==> src/rtl/adc_scan_pkg.sv <==
package adc_scan_pkg;

   localparam int CH_W  = 4;
   localparam int LEN_W = 2;
   localparam int ORD_W = 2;
   localparam int CTL_W = CH_W + LEN_W + ORD_W;

   localparam logic [LEN_W-1:0] LEN12_STD = 2'b00;
   localparam logic [LEN_W-1:0] LEN12_ALT = 2'b10;
   localparam logic [ORD_W-1:0] ORD_MSB   = 2'b00;

   typedef enum logic [2:0] {
      PH_IDLE,
      PH_CSH,
      PH_SETUP,
      PH_HI,
      PH_LO,
      PH_END
   } phase_t;

   function automatic logic [CTL_W-1:0] make_ctl(input logic [CH_W-1:0] ch,
                                                 input logic [LEN_W-1:0] len);
      return {ch, len, ORD_MSB};
   endfunction

endpackage

==> src/rtl/adc_scan_tick.sv <==
module adc_scan_tick #(
   parameter int DIV = 2
) (
   input  logic clk,
   input  logic rst_n,
   input  logic clr,
   output logic tick
);
   localparam int CW = (DIV > 1) ? $clog2(DIV) : 1;

   logic [CW-1:0] cnt;

   assign tick = (cnt == CW'(DIV - 1));

   always_ff @(posedge clk or negedge rst_n) begin
      if (!rst_n)
         cnt <= '0;
      else if (clr || tick)
         cnt <= '0;
      else
         cnt <= cnt + 1'b1;
   end

endmodule

==> src/rtl/adc_scan_frame.sv <==
module adc_scan_frame
   import adc_scan_pkg::*;
#(
   parameter int RES_W = 12,
   parameter int DIV   = 2
) (
   input  logic             clk,
   input  logic             rst_n,
   input  logic             go,
   input  logic [CTL_W-1:0] ctl,
   input  logic             miso,
   output logic             cs_n,
   output logic             sclk,
   output logic             mosi,
   output logic [RES_W-1:0] rx,
   output logic             frame_done
);
   localparam int PAD = RES_W - CTL_W;
   localparam int BCW = $clog2(RES_W);
   localparam logic [BCW-1:0] LAST = BCW'(RES_W - 1);

   generate
      if (PAD < 0) begin : g_bad_width
         $error("adc_scan_frame: result width shorter than request word");
      end
      if (DIV < 1) begin : g_bad_div
         $error("adc_scan_frame: DIV must be at least 1");
      end
   endgenerate

   phase_t           ph;
   logic             tick;
   logic [RES_W-1:0] tx;
   logic [BCW-1:0]   bcnt;

   adc_scan_tick #(.DIV(DIV)) u_tick (
      .clk   (clk),
      .rst_n (rst_n),
      .clr   (ph == PH_IDLE),
      .tick  (tick)
   );

   assign mosi       = tx[RES_W-1];
   assign frame_done = (ph == PH_END) && tick;

   always_ff @(posedge clk or negedge rst_n) begin
      if (!rst_n) begin
         ph   <= PH_IDLE;
         cs_n <= 1'b1;
         sclk <= 1'b0;
         tx   <= '0;
         rx   <= '0;
         bcnt <= '0;
      end else begin
         unique case (ph)
            PH_IDLE: begin
               if (go) begin
                  ph <= PH_CSH;
                  tx <= RES_W'(ctl) << PAD;
               end
            end
            PH_CSH: begin
               if (tick) begin
                  ph   <= PH_SETUP;
                  cs_n <= 1'b0;
               end
            end
            PH_SETUP: begin
               if (tick) begin
                  rx   <= {rx[RES_W-2:0], miso};
                  sclk <= 1'b1;
                  bcnt <= '0;
                  ph   <= PH_HI;
               end
            end
            PH_HI: begin
               if (tick) begin
                  sclk <= 1'b0;
                  if (bcnt == LAST) begin
                     ph   <= PH_END;
                     cs_n <= 1'b1;
                  end else begin
                     ph <= PH_LO;
                     tx <= {tx[RES_W-2:0], 1'b0};
                  end
               end
            end
            PH_LO: begin
               if (tick) begin
                  rx   <= {rx[RES_W-2:0], miso};
                  sclk <= 1'b1;
                  bcnt <= bcnt + 1'b1;
                  ph   <= PH_HI;
               end
            end
            PH_END: begin
               if (tick)
                  ph <= PH_IDLE;
            end
            default: ph <= PH_IDLE;
         endcase
      end
   end

endmodule

==> src/rtl/adc_scan_regs.sv <==
module adc_scan_regs #(
   parameter int NCH   = 11,
   parameter int RES_W = 12,
   parameter int IW    = 4
) (
   input  logic             clk,
   input  logic             rst_n,
   input  logic             we,
   input  logic [IW-1:0]    wa,
   input  logic [RES_W-1:0] wd,
   input  logic [IW-1:0]    ra,
   output logic [RES_W-1:0] rd
);
   logic [NCH*RES_W-1:0] flat;

   generate
      for (genvar g = 0; g < NCH; g++) begin : g_slot
         logic [RES_W-1:0] q;
         always_ff @(posedge clk or negedge rst_n) begin
            if (!rst_n)
               q <= '0;
            else if (we && (wa == IW'(g)))
               q <= wd;
         end
         assign flat[g*RES_W +: RES_W] = q;
      end
   endgenerate

   always_comb begin
      rd = '0;
      for (int i = 0; i < NCH; i++)
         if (ra == IW'(i))
            rd = flat[i*RES_W +: RES_W];
   end

endmodule

==> src/rtl/adc_scan_ctrl.sv <==
module adc_scan_ctrl
   import adc_scan_pkg::*;
#(
   parameter int NCH     = 11,
   parameter int RES_W   = 12,
   parameter int DIV     = 2,
   parameter bit ALT_LEN = 1'b0
) (
   input  logic             clk,
   input  logic             rst_n,
   input  logic             start,
   output logic             busy,
   output logic             done,
   output logic             adc_cs_n,
   output logic             adc_sclk,
   output logic             adc_mosi,
   input  logic             adc_miso,
   input  logic [CH_W-1:0]  rd_ch,
   output logic [RES_W-1:0] rd_data
);
   localparam int FW = $clog2(NCH + 2);

   generate
      if (NCH < 2 || NCH > (1 << CH_W)) begin : g_bad_nch
         $error("adc_scan_ctrl: NCH out of range for channel field");
      end
   endgenerate

   logic [LEN_W-1:0] len_code;
   generate
      if (ALT_LEN) begin : g_len_alt
         assign len_code = LEN12_ALT;
      end else begin : g_len_std
         assign len_code = LEN12_STD;
      end
   endgenerate

   logic [FW-1:0]    idx;
   logic             launch;
   logic             fdone;
   logic [RES_W-1:0] rx;
   logic [CH_W-1:0]  req_ch;
   logic [CTL_W-1:0] ctl;
   logic             we;
   logic [CH_W-1:0]  wa;

   // Frames 0..NCH-1 request their own channel; the trailing frame asks for 0.
   assign req_ch = (idx < FW'(NCH)) ? CH_W'(idx) : '0;
   assign ctl    = make_ctl(req_ch, len_code);

   // Data arriving in frame k answers the request of frame k-1.
   assign we = busy && fdone && (idx != '0);
   assign wa = CH_W'(idx - FW'(1));

   always_ff @(posedge clk or negedge rst_n) begin
      if (!rst_n) begin
         busy   <= 1'b0;
         done   <= 1'b0;
         launch <= 1'b0;
         idx    <= '0;
      end else begin
         done   <= 1'b0;
         launch <= 1'b0;
         if (!busy) begin
            if (start) begin
               busy   <= 1'b1;
               idx    <= '0;
               launch <= 1'b1;
            end
         end else if (fdone) begin
            if (idx == FW'(NCH)) begin
               busy <= 1'b0;
               done <= 1'b1;
            end else begin
               idx    <= idx + 1'b1;
               launch <= 1'b1;
            end
         end
      end
   end

   adc_scan_frame #(.RES_W(RES_W), .DIV(DIV)) u_frame (
      .clk        (clk),
      .rst_n      (rst_n),
      .go         (launch),
      .ctl        (ctl),
      .miso       (adc_miso),
      .cs_n       (adc_cs_n),
      .sclk       (adc_sclk),
      .mosi       (adc_mosi),
      .rx         (rx),
      .frame_done (fdone)
   );

   adc_scan_regs #(.NCH(NCH), .RES_W(RES_W), .IW(CH_W)) u_regs (
      .clk   (clk),
      .rst_n (rst_n),
      .we    (we),
      .wa    (wa),
      .wd    (rx),
      .ra    (rd_ch),
      .rd    (rd_data)
   );

endmodule

==> config.mk <==
export PLATFORM = sky130hd
export DESIGN_NAME = adc_scan_ctrl
export DESIGN_NICKNAME = d
export VERILOG_FILES = /design/src/rtl/adc_scan_pkg.sv /design/src/rtl/adc_scan_tick.sv /design/src/rtl/adc_scan_frame.sv /design/src/rtl/adc_scan_regs.sv /design/src/rtl/adc_scan_ctrl.sv
export SDC_FILE = /design/constraint.sdc
export NUM_CORES = 1
export LEC_CHECK = 0
export ABC_AREA = 0
export BUFFER_PORTS_ARGS = -buffer_cell sky130_fd_sc_hd__clkbuf_2
export CAP_MARGIN = 20
export CORE_MARGIN = 3
export CORE_UTILIZATION = 30
export CTS_BUF_LIST = sky130_fd_sc_hd__clkbuf_8 sky130_fd_sc_hd__clkbuf_16
export CTS_CLUSTER_SIZE = 16
export DETAILED_ROUTE_END_ITERATION = 10
export MAX_ROUTING_LAYER = met4
export PLACE_DENSITY = 0.47
export RECOVER_POWER = 100
export SKIP_CTS_REPAIR_TIMING = 1
export SYNTH_ARGS = -nofsm -noshare
export SYNTH_HDL_FRONTEND = slang
export SYNTH_HIERARCHICAL = 1
export SYNTH_SLANG_ARGS = --single-unit
==> constraint.sdc <==
create_clock -name clk -period 2.9 [get_ports clk]
set_input_delay 0 -clock clk [delete_from_list [all_inputs] [get_ports clk]]
set_output_delay 0 -clock clk [all_outputs]
set_load 0.05 [all_outputs]
==> results of run 1 <==
-- flip-flops by register name, summed over array words and instances (netlist names), 3 cells and up --
name	count
u_frame/tx	8
u_frame/bcnt	4
idx	4
u_frame/rx	12
u_frame/ph	3
u_regs/g_slot.q	132
-- how the worst min path moves through the flow --
stage	cells past startpoint	slack, ps	end
final	3	350	u_frame/rx[0]$_DFFE_PN0P_
after global routing	3	370	u_frame/rx[0]$_DFFE_PN0P_
after CTS	1	-310	u_regs/g_slot[2].q[6]$_DFFE_PN0P_
after detailed placement	1	150	u_regs/g_slot[2].q[6]$_DFFE_PN0P_
after global placement	1	140	u_regs/g_slot[3].q[6]$_DFFE_PN0P_
after floorplan	0	-300	busy$_DFF_PN0_
-- tightest hold or removal path: stages --
cell and delay [ps]:
dlygate4sd3_1 520, clkbuf_2 90, mux2_2 130
-- final cells by class --
class	count	area, um2	area share (%)
Clock buffer	18	439	4.69
Clock inverter	14	194	2.07
Multi-Input combinational cell	433	3700	39.5
Sequential cell	169	4230	45.2
Tap cell	372	465	4.97
Inverter	10	37.5	0.401
Timing Repair Buffer	52	300	3.21
-- report_power, final --
| part | total (W) | switching (W) | internal, W |
|---|---|---|---|
| logic | 0.00133 | 0.000715 | 0.000612 |
| registers | 0.00303 | 0.000399 | 0.00263 |
| clock network | 0.00244 | 0.000967 | 0.00147 |
-- routing by layer --
layer | global-route usage (%) | wire length (um) | up-vias
li1 | - | - | 2437
met1 | 19.5 | 9870 | 2774
met2 | 22.7 | 9660 | 85
met3 | 2.74 | 660 | 19
met4 | 3.31 | 263 | 0
met5 | - | 0 | -
-- cell usage after synthesis (5+ instances only) --
| cell | number |
|---|---|
| o32ai_1 | 5 |
| buf_6 | 6 |
| nand4_1 | 5 |
| nand2b_1 | 9 |
| mux2_1 | 22 |
| mux2i_1 | 15 |
| dfrtp_1 | 168 |
| buf_2 | 20 |
| buf_4 | 7 |
| mux2_2 | 130 |
| clkbuf_1 | 15 |
| o22ai_1 | 11 |
| o221ai_1 | 6 |
| nor2_1 | 44 |
| mux2_4 | 14 |
| nor3_1 | 7 |
| nand2_1 | 22 |
| o211ai_1 | 7 |
| nor2b_1 | 17 |
| o21ai_0 | 24 |
| inv_1 | 10 |
| a21oi_1 | 15 |
-- stage by stage --
step | utilization, % | setup WS, ps
floorplan | - | 502
detailed placement | 32.6 | 376
CTS | 34.9 | 335
global route | 34.6 | 137
finish | 34.6 | 339
global placement | 32.6 | 501
-- cells by family (layout without fill, tap and decap cells) --
family                     Yosys count  after routing  synth area share, %
DFF                                169            169                 50.8
xor gates and xnor gates             3              3                0.316
adders and majority gates            3              3                0.451
AOI/OAI and AO/OA                  106            106                 9.10
buffers and inverters               61             94                 4.06
other                                1              4               0.0450
muxes                              187            187                 26.7
and+or+nand+nor                    130            130                 8.55
==> impl_metrics.csv, run 1 <==
group,metric,value,unit
place,dp_hpwl,13600,um
final_layout,fillCellCount,2668,
worst_setup_path,slowest_delay,570,ps
worst_setup_path,arrival,2860,ps
floorplan,start_util,30.7,%
min_path,min-delay-start,"adc_miso",
route,totalWireLength,20500,um
pwr,peakVddDrop,0.430,mV
logic_synthesis,synth_area,0.00833,mm2
floorplan,rows,60,
worst_setup_path,worst-r2r-cell-count,5,
worst_setup_path,path_depth,5,
timing,setup_viol,0,
timing,fin_worst_skew,9.34,ps
worst_setup_path,cp_max_fo,20,
floorplan,io_pins,25,
worst_setup_path,timing.rr.start,"u_frame/ph[2]$_DFFE_PN0P_",
global_routing,grt_pass1_wl,32900,um
global_routing,grt_pass1_vias,5594,
timing,fmax,391,MHz
timing,fin_crit,2560,ps
timing,holdWs,348,ps
worst_setup_path,crit_path_end_kind,"register",
status,violations,"capacitance limit, slew limit",
logic_synthesis,ys_warn_count,6,
route,viasPerCell,4.98,
worst_setup_path,rrSetupSlack,340,ps
worst_setup_path,cp-startpoint,"u_frame/ph[2]$_DFFE_PN0P_",
logic_synthesis,yosysTopAreaCell,"dfrtp_1",
clock_tree,cts_buffers,17,
logic_synthesis,synth_flop_cell,"dfrtp_1",
timing,relSlewSlack,-60.6,%
logic_synthesis,syn_area_per_cell,12.6,um2
logic_synthesis,synth.area.top_cells,"dfrtp_1 50%, mux2_2 18%, mux2_1 3.0%",
clock_tree,htreeDepth,4,
worst_setup_path,cp_cell_sequence,"clkbuf_1, or2b_1, a21oi_2, clkbuf_1, mux2_2",
clock_tree,cts_tree,"yes",
run,max-cap-violations,1,
route,wl_per_cell,19.2,um
logic_synthesis,synth_top_area_share,50.5,%
global_routing,antenna_found_initial,0,
place,gp_congestion,0.829,
final_layout,antenna_cells,0,
final_layout,layout_common_cells,"168 x dfrtp_1, 130 x mux2_2, 44 x nor2_1, 32 x mux2_1, 24 x o21ai_0",
logic_synthesis,synth_cell_types,67,
final_layout,stdcell_area,0.00936,mm2
final_layout,drive_gt1_share,29.9,%
floorplan,fp.dieW,173,um
pwr,total_power,0.00680,W
floorplan,die_h,173,um
worst_setup_path,critPathRequiredTime,3200,ps
timing,hold_viol,0,
timing,drv_slew,89,
clock_tree,cts.clk_slew.worst_paths,70,ps
final_layout,final_common_cell,"dfrtp_1",
global_routing,overflow,0,
pwr,power_density,726,mW/mm2
logic_synthesis,ys_seq_elements,169,
place,port_buffers,24,
clock_tree,root_buffer,"clkbuf_16",
status,status,"complete, but fails checks",
worst_setup_path,critPathLaunchType,"register",
logic_synthesis,seq_area_frac_synth,50.8,%
global_routing,grt_max_degree,89,
final_layout,fin_nets,694,
logic_synthesis,synth_edf_count,0,
place,placedCellCount,1033,
logic_synthesis,async_flop_share,100,%
min_path,hp-class,"in2reg",
timing,finalCritPeriodShare,88.3,%
route,drtIter0Drc,364,
worst_setup_path,crit_path_frequent_cell,"clkbuf_1",
clock_tree,clk_path_buf_depth,2,
timing,tightestPinTransition,2410,ps
floorplan,core,0.0271,mm2
route,route.detailed.drc,0,
logic_synthesis,syn_inst,660,
timing,tns,0,ps
place,post_dp_cell_area,0.00883,mm2
global_routing,grt_use_total,14.4,%
clock_tree,clkSinkCount,169,
worst_setup_path,path_buf_inv,2,
route,vias,5315,
worst_setup_path,cp_slowest_cell,"clkbuf_1",
clock_tree,clock_latency,420,ps
worst_setup_path,r2r_end,"u_frame/rx[3]$_DFFE_PN0P_",
pwr,leakagePower,4.42,nW
final_layout,area_growth,12.4,%
worst_setup_path,crit_end,"u_frame/rx[3]$_DFFE_PN0P_",
final_layout,final_cells,1068,
route,postRouteAntennaNets,0,
timing,grt_setup_unrepaired,"no",
worst_setup_path,crit_type,"reg2reg",
route,drtPass1Iterations,4,
floorplan,die_area,0.0298,mm2
worst_setup_path,path_delay_family,"buffers and inverters",
No activity file was read; power rests on OpenSTA's default activity.
==> run 2, diff against run 1 <==
--- a/config.mk
+++ b/config.mk
@@ -9,12 +9,12 @@
 export BUFFER_PORTS_ARGS = -buffer_cell sky130_fd_sc_hd__clkbuf_2
 export CAP_MARGIN = 20
 export CORE_MARGIN = 3
-export CORE_UTILIZATION = 30
+export CORE_UTILIZATION = 40
 export CTS_BUF_LIST = sky130_fd_sc_hd__clkbuf_8 sky130_fd_sc_hd__clkbuf_16
 export CTS_CLUSTER_SIZE = 16
 export DETAILED_ROUTE_END_ITERATION = 10
 export MAX_ROUTING_LAYER = met4
-export PLACE_DENSITY = 0.47
+export PLACE_DENSITY = 0.58
 export RECOVER_POWER = 100
 export SKIP_CTS_REPAIR_TIMING = 1
 export SYNTH_ARGS = -nofsm -noshare
==> run 2 against run 1 <==
Net effect: largest power group unchanged; core utilization rose by 10 points; critical path depth is 2 higher; combinational power barely moved; sequential power hardly changed; global-route usage rose by 4.3 points; maximum frequency is 1.1% lower; the flow still finishes with violations (capacitance limit, slew limit); die area decreased by 24%; non-clock buffer count grew 1; first-iteration DRC count is 12% lower; sequential share of layout area grew 0.96 points; critical endpoint is now u_regs/g_slot[4].q[5]$_DFFE_PN0P_; via count increased by 1.3%; wire length decreased by 5.5%.
==> impl_metrics.csv, run 2 (synthesis gave the netlist of run 1 again) <==
group,metric,value,unit
status,status,"complete, but fails checks",
status,violations,"capacitance limit, slew limit",
place,dp_slack,360,ps
pwr,p_comb_share,20.3,%
final_layout,layout_common_cells,"168 x dfrtp_1, 130 x mux2_2, 44 x nor2_1, 32 x mux2_1, 24 x o21ai_0",
clock_tree,clkSinkCount,169,
global_routing,grt_use_total,18.7,%
timing,fin_crit,2590,ps
global_routing,grt_max_degree,78,
run,max-cap-violations,1,
min_path,hp-class,"in2reg",
worst_setup_path,crit_end,"u_regs/g_slot[4].q[5]$_DFFE_PN0P_",
worst_setup_path,r2r_end,"u_regs/g_slot[4].q[5]$_DFFE_PN0P_",
pwr,sw_frac_of_total,30.4,%
floorplan,die_area,0.0226,mm2
place,dp_hpwl,12900,um
timing,finalCritPeriodShare,89.3,%
route,vias,5386,
pwr,p_int,0.00452,W
clock_tree,cts_tree,"yes",
timing,fmax,386,MHz
pwr,peakVddDrop,0.395,mV
timing,tightestPinTransition,1520,ps
final_layout,area_growth,10.1,%
worst_setup_path,crit_type,"reg2reg",
worst_setup_path,cp-startpoint,"u_frame/ph[1]$_DFFE_PN0P_",
worst_setup_path,crit_path_end_kind,"register",
global_routing,antenna_found_initial,1,
worst_setup_path,arrival,2890,ps
worst_setup_path,timing.rr.start,"u_frame/ph[1]$_DFFE_PN0P_",
final_layout,final_core_util,45.0,%
clock_tree,clk_path_buf_depth,2,
floorplan,rows,52,
worst_setup_path,worst-r2r-cell-count,7,
global_routing,grt_pass1_wl,31800,um
clock_tree,root_buffer,"clkbuf_16",
final_layout,final_common_cell,"dfrtp_1",
timing,tns,0,ps
route,drtPass1Iterations,4,
timing,drv_slew,60,
route,viasPerCell,5.56,
final_layout,largest-register,"u_regs/g_slot.q",
floorplan,start_util,40.9,%
floorplan,die_h,150,um
pwr,power_frac_seq,46.5,%
clock_tree,clock_latency,420,ps
timing,grt_setup_unrepaired,"no",
floorplan,io_pins,25,
place,gp_congestion,0.820,
timing,fin_worst_skew,14.3,ps
global_routing,grt_pass1_vias,5728,
route,drtIter0Drc,322,
global_routing,overflow,0,
worst_setup_path,cp_max_fo,12,
timing,relSlewSlack,-1.64,%
pwr,leakagePower,4.41,nW
final_layout,reg_top3,"u_regs/g_slot.q (132), u_frame/rx (12), u_frame/tx (8)",
route,totalWireLength,19300,um
pwr,p_switching,0.00198,W
clock_tree,cts_buffers,17,
clock_tree,cts.clk_slew.worst_paths,70,ps
clock_tree,htreeDepth,4,
route,postRouteAntennaNets,0,
final_layout,largest_reg_flops,132,
pwr,power_density,708,mW/mm2
worst_setup_path,critPathLaunchType,"register",
floorplan,core,0.0204,mm2
place,port_buffers,24,
route,route.detailed.drc,0,
timing,setup_viol,0,
timing,setup_slack,310,ps
timing,hold_viol,0,
floorplan,fp.dieW,150,um
worst_setup_path,critPathRequiredTime,3200,ps
final_layout,drive_gt1_share,28.7,%
route,wl_per_cell,20.0,um
pwr,clock_power_share,33.2,%
worst_setup_path,rrSetupSlack,310,ps
final_layout,fin_nets,695,
run 2: critical path, cell delays in order (launching register included):
cell      delay [ps]
dfrtp_1          380
nor2b_1          180
and3_1           310
nand2_1          110
a21oi_1          220
nand3b_1         170
or3_2            680
mux2_1           400
run 2: through the flow:
stage / hold WS, ps / std cells / total power [W] / instance area [um2]
final: 386 / 968 / 0.00650 / 9170
after global routing: 397 / 968 / 0.00686 / 9170
after CTS: -432 / 964 / 0.00661 / 9270
after detailed placement: 23.3 / 932 / 0.00443 / 8710
after global placement: 20.4 / 932 / 0.00437 / 8710
after floorplan: -296 / 663 / 0.00402 / 8340
run 2: area by class of cell:
type / count / area (um2)
flip-flops and latches: 169 / 4230
diodes: 1 / 2.50
repair buffers: 53 / 309
multi-input cells: 433 / 3690
fillers: 1858 / 11200
inverters: 10 / 37.5
clock inverters: 14 / 120
clock buffers: 18 / 439
well taps: 270 / 338
run 2: power by group through the flow:
stage	clock network [W]	registers [W]	logic [W]
global route	0.00232	0.00308	0.00147
global placement	0	0.00305	0.00132
detailed placement	0	0.00307	0.00136
CTS	0.00222	0.00303	0.00136
floorplan	0	0.00285	0.00118
finish	0.00216	0.00302	0.00132
run 2: per-layer routing:
layer  GRT usage [%]  routed length (um)  vias up
li1                -                   -     2441
met1            24.9                8950     2795
met2            28.9                9290      121
met3            3.58                 710       29
met4            6.40                 391        0
met5               -                   0        -
run 2: worst min-delay path by stage:
stage | from | endpoint | slack (ps) | cells past startpoint
after floorplan | rst_n | busy$_DFF_PN0_ | -300 | 0
after global placement | rst_n | u_regs/g_slot[0].q[2]$_DFFE_PN0P_ | 20 | 1
after detailed placement | rst_n | u_regs/g_slot[0].q[2]$_DFFE_PN0P_ | 20 | 1
after CTS | rst_n | u_regs/g_slot[1].q[2]$_DFFE_PN0P_ | -430 | 1
after global routing | adc_miso | u_frame/rx[0]$_DFFE_PN0P_ | 400 | 3
final | adc_miso | u_frame/rx[0]$_DFFE_PN0P_ | 390 | 3
==> run 3, diff against run 2 <==
--- a/config.mk
+++ b/config.mk
@@ -15,9 +15,10 @@
 export DETAILED_ROUTE_END_ITERATION = 10
 export MAX_ROUTING_LAYER = met4
 export PLACE_DENSITY = 0.58
-export RECOVER_POWER = 100
+export RECOVER_POWER = 25
 export SKIP_CTS_REPAIR_TIMING = 1
 export SYNTH_ARGS = -nofsm -noshare
 export SYNTH_HDL_FRONTEND = slang
 export SYNTH_HIERARCHICAL = 1
 export SYNTH_SLANG_ARGS = --single-unit
+export TNS_END_PERCENT = 50
==> run 3 against run 2 <==
Net effect: cell area grew 1.3%; setup slack gained 21 ps; sequential power is essentially flat; the run still ends with capacitance limit, slew limit left; clock power is essentially flat; sequential share of layout area shrank 0.60 points; hold slack lost 3.9 ps; die area is the same; clock-buffer cell count is the same; via count shrank 0.54%; total power grew 0.68%.
==> impl_metrics.csv, run 3 (synthesis gave the netlist of run 1 again) <==
group,metric,value,unit
timing,grt_setup_unrepaired,"no",
timing,fin_crit,2570,ps
worst_setup_path,crit_path_frequent_cell,"nor2b_1",
timing,tns,0,ps
timing,tightestPinTransition,1540,ps
worst_setup_path,cp_cell_sequence,"nor2b_1, and3_1, nand2_1, a21oi_1, nor3b_2, nor2b_1, buf_4, mux2_1",
final_layout,final_cells,968,
clock_tree,cts_tree,"yes",
min_path,hp-class,"in2reg",
status,violations,"capacitance limit, slew limit",
clock_tree,clkSinkCount,169,
clock_tree,root_buffer,"clkbuf_16",
final_layout,largest-register,"u_regs/g_slot.q",
worst_setup_path,cp_max_fo,8,
timing,relSlewSlack,-2.79,%
final_layout,fin_nets,695,
timing,fin_worst_skew,14.7,ps
place,port_buffers,24,
pwr,power_density,704,mW/mm2
route,viasPerCell,5.53,
route,drtIter0Drc,342,
pwr,leakagePower,4.54,nW
final_layout,largest_reg_flops,132,
clock_tree,clock_latency,430,ps
clock_tree,htreeDepth,4,
status,status,"complete, but fails checks",
final_layout,drive_gt1_share,33.0,%
run,max-cap-violations,1,
place,dp_hpwl,12900,um
global_routing,grt_use_total,18.7,%
final_layout,stdcell_area,0.00929,mm2
worst_setup_path,critPathRequiredTime,3190,ps
pwr,peakVddDrop,0.396,mV
final_layout,reg_top3,"u_regs/g_slot.q (132), u_frame/rx (12), u_frame/tx (8)",
route,postRouteAntennaNets,0,
worst_setup_path,crit_type,"reg2reg",
timing,hold_viol,0,
global_routing,overflow,0,
place,gp_congestion,0.820,
timing,setup_slack,331,ps
clock_tree,cts.clk_slew.worst_paths,70,ps
final_layout,layout_common_cells,"168 x dfrtp_1, 130 x mux2_2, 44 x nor2_1, 24 x o21ai_0, 24 x buf_4",
global_routing,grt_pass1_vias,5728,
timing,setup_viol,0,
place,post_dp_cell_area,0.00871,mm2
global_routing,grt_max_degree,78,
global_routing,antenna_found_initial,1,
floorplan,die_area,0.0226,mm2
floorplan,core,0.0204,mm2
final_layout,area_growth,11.6,%
route,route.detailed.drc,0,
timing,finalCritPeriodShare,88.6,%
worst_setup_path,cp_slowest_cell,"dfrtp_1",
floorplan,io_pins,25,
floorplan,die_h,150,um
worst_setup_path,crit_path_end_kind,"register",
route,vias,5357,
timing,fmax,389,MHz
place,dp_slack,360,ps
timing,drv_slew,60,
floorplan,start_util,40.9,%
worst_setup_path,arrival,2860,ps
route,totalWireLength,19300,um
place,placedCellCount,932,
route,wl_per_cell,20.0,um
floorplan,fp.dieW,150,um
worst_setup_path,slowest_delay,380,ps
global_routing,grt_pass1_wl,31800,um
clock_tree,clk_path_buf_depth,2,
clock_tree,cts_buffers,17,
final_layout,final_common_cell,"dfrtp_1",
floorplan,rows,52,
route,drtPass1Iterations,4,
worst_setup_path,critPathLaunchType,"register",
==> run 3: cell types whose count changed in the layout (fill, tap and decap cells not counted), sizes merged <==
cell	change
clkbuf	-10
buf	+10
==> run 3: worst max-delay path, delay by kind of cell (launching register included) <==
kind	cells	cell delay, ps
DFF	1	380
and+or+nand+nor	5	1200
muxes	1	360
buffers and inverters	1	250
AOI/OAI and AO/OA	1	220
==> run 3: layout make-up <==
type	instances	area, um2
tap	270	338
sequential	169	4230
multi-input combinational	433	3770
antenna	1	2.50
inverter	10	37.5
fill	1837	11100
timing repair buffer	53	352
clock buffer	18	439
clock inverter	14	120
==> run 3: layer usage <==
| metal | vias to the layer above | share of wire (%) | global-route usage (%) |
|---|---|---|---|
| met5 | - | 0 | - |
| met4 | 0 | 2.1 | 6.40 |
| met3 | 30 | 3.1 | 3.58 |
| met2 | 91 | 48 | 28.9 |
| met1 | 2793 | 47 | 24.9 |
| li1 | 2443 | - | - |
==> run 3: final timing paths <==
path	cells after the start	slack, ps	end	from
setup / recovery	8	330	u_regs/g_slot[3].q[9]$_DFFE_PN0P_	u_frame/ph[1]$_DFFE_PN0P_
hold / removal	3	380	u_frame/rx[0]$_DFFE_PN0P_	adc_miso
setup reg to reg	8	330	u_regs/g_slot[3].q[9]$_DFFE_PN0P_	u_frame/ph[1]$_DFFE_PN0P_
hold reg to reg	1	490	u_regs/g_slot[3].q[4]$_DFFE_PN0P_	u_regs/g_slot[3].q[4]$_DFFE_PN0P_
max in group asynchronous	3	1140	u_regs/g_slot[7].q[11]$_DFFE_PN0P_	rst_n
min in group asynchronous	2	520	u_regs/g_slot[0].q[2]$_DFFE_PN0P_	rst_n
==> run 3: metrics by stage <==
| step | hold slack [ps] | utilization (%) | total power [W] |
|---|---|---|---|
| floorplan | -296 | - | 0.00402 |
| global placement | 20.4 | 42.8 | 0.00437 |
| detailed placement | 23.3 | 42.8 | 0.00443 |
| CTS | -432 | 45.5 | 0.00661 |
| global route | 397 | 45.6 | 0.00690 |
| finish | 383 | 45.6 | 0.00654 |
==> run 3: power breakdown <==
part | total (W) | internal, W | leakage (nW) | switching, W
Sequential | 0.00303 | 0.00263 | 2.31 | 0.000392
Combinational | 0.00135 | 0.000638 | 1.92 | 0.000710
Clock | 0.00216 | 0.00127 | 0.300 | 0.000897
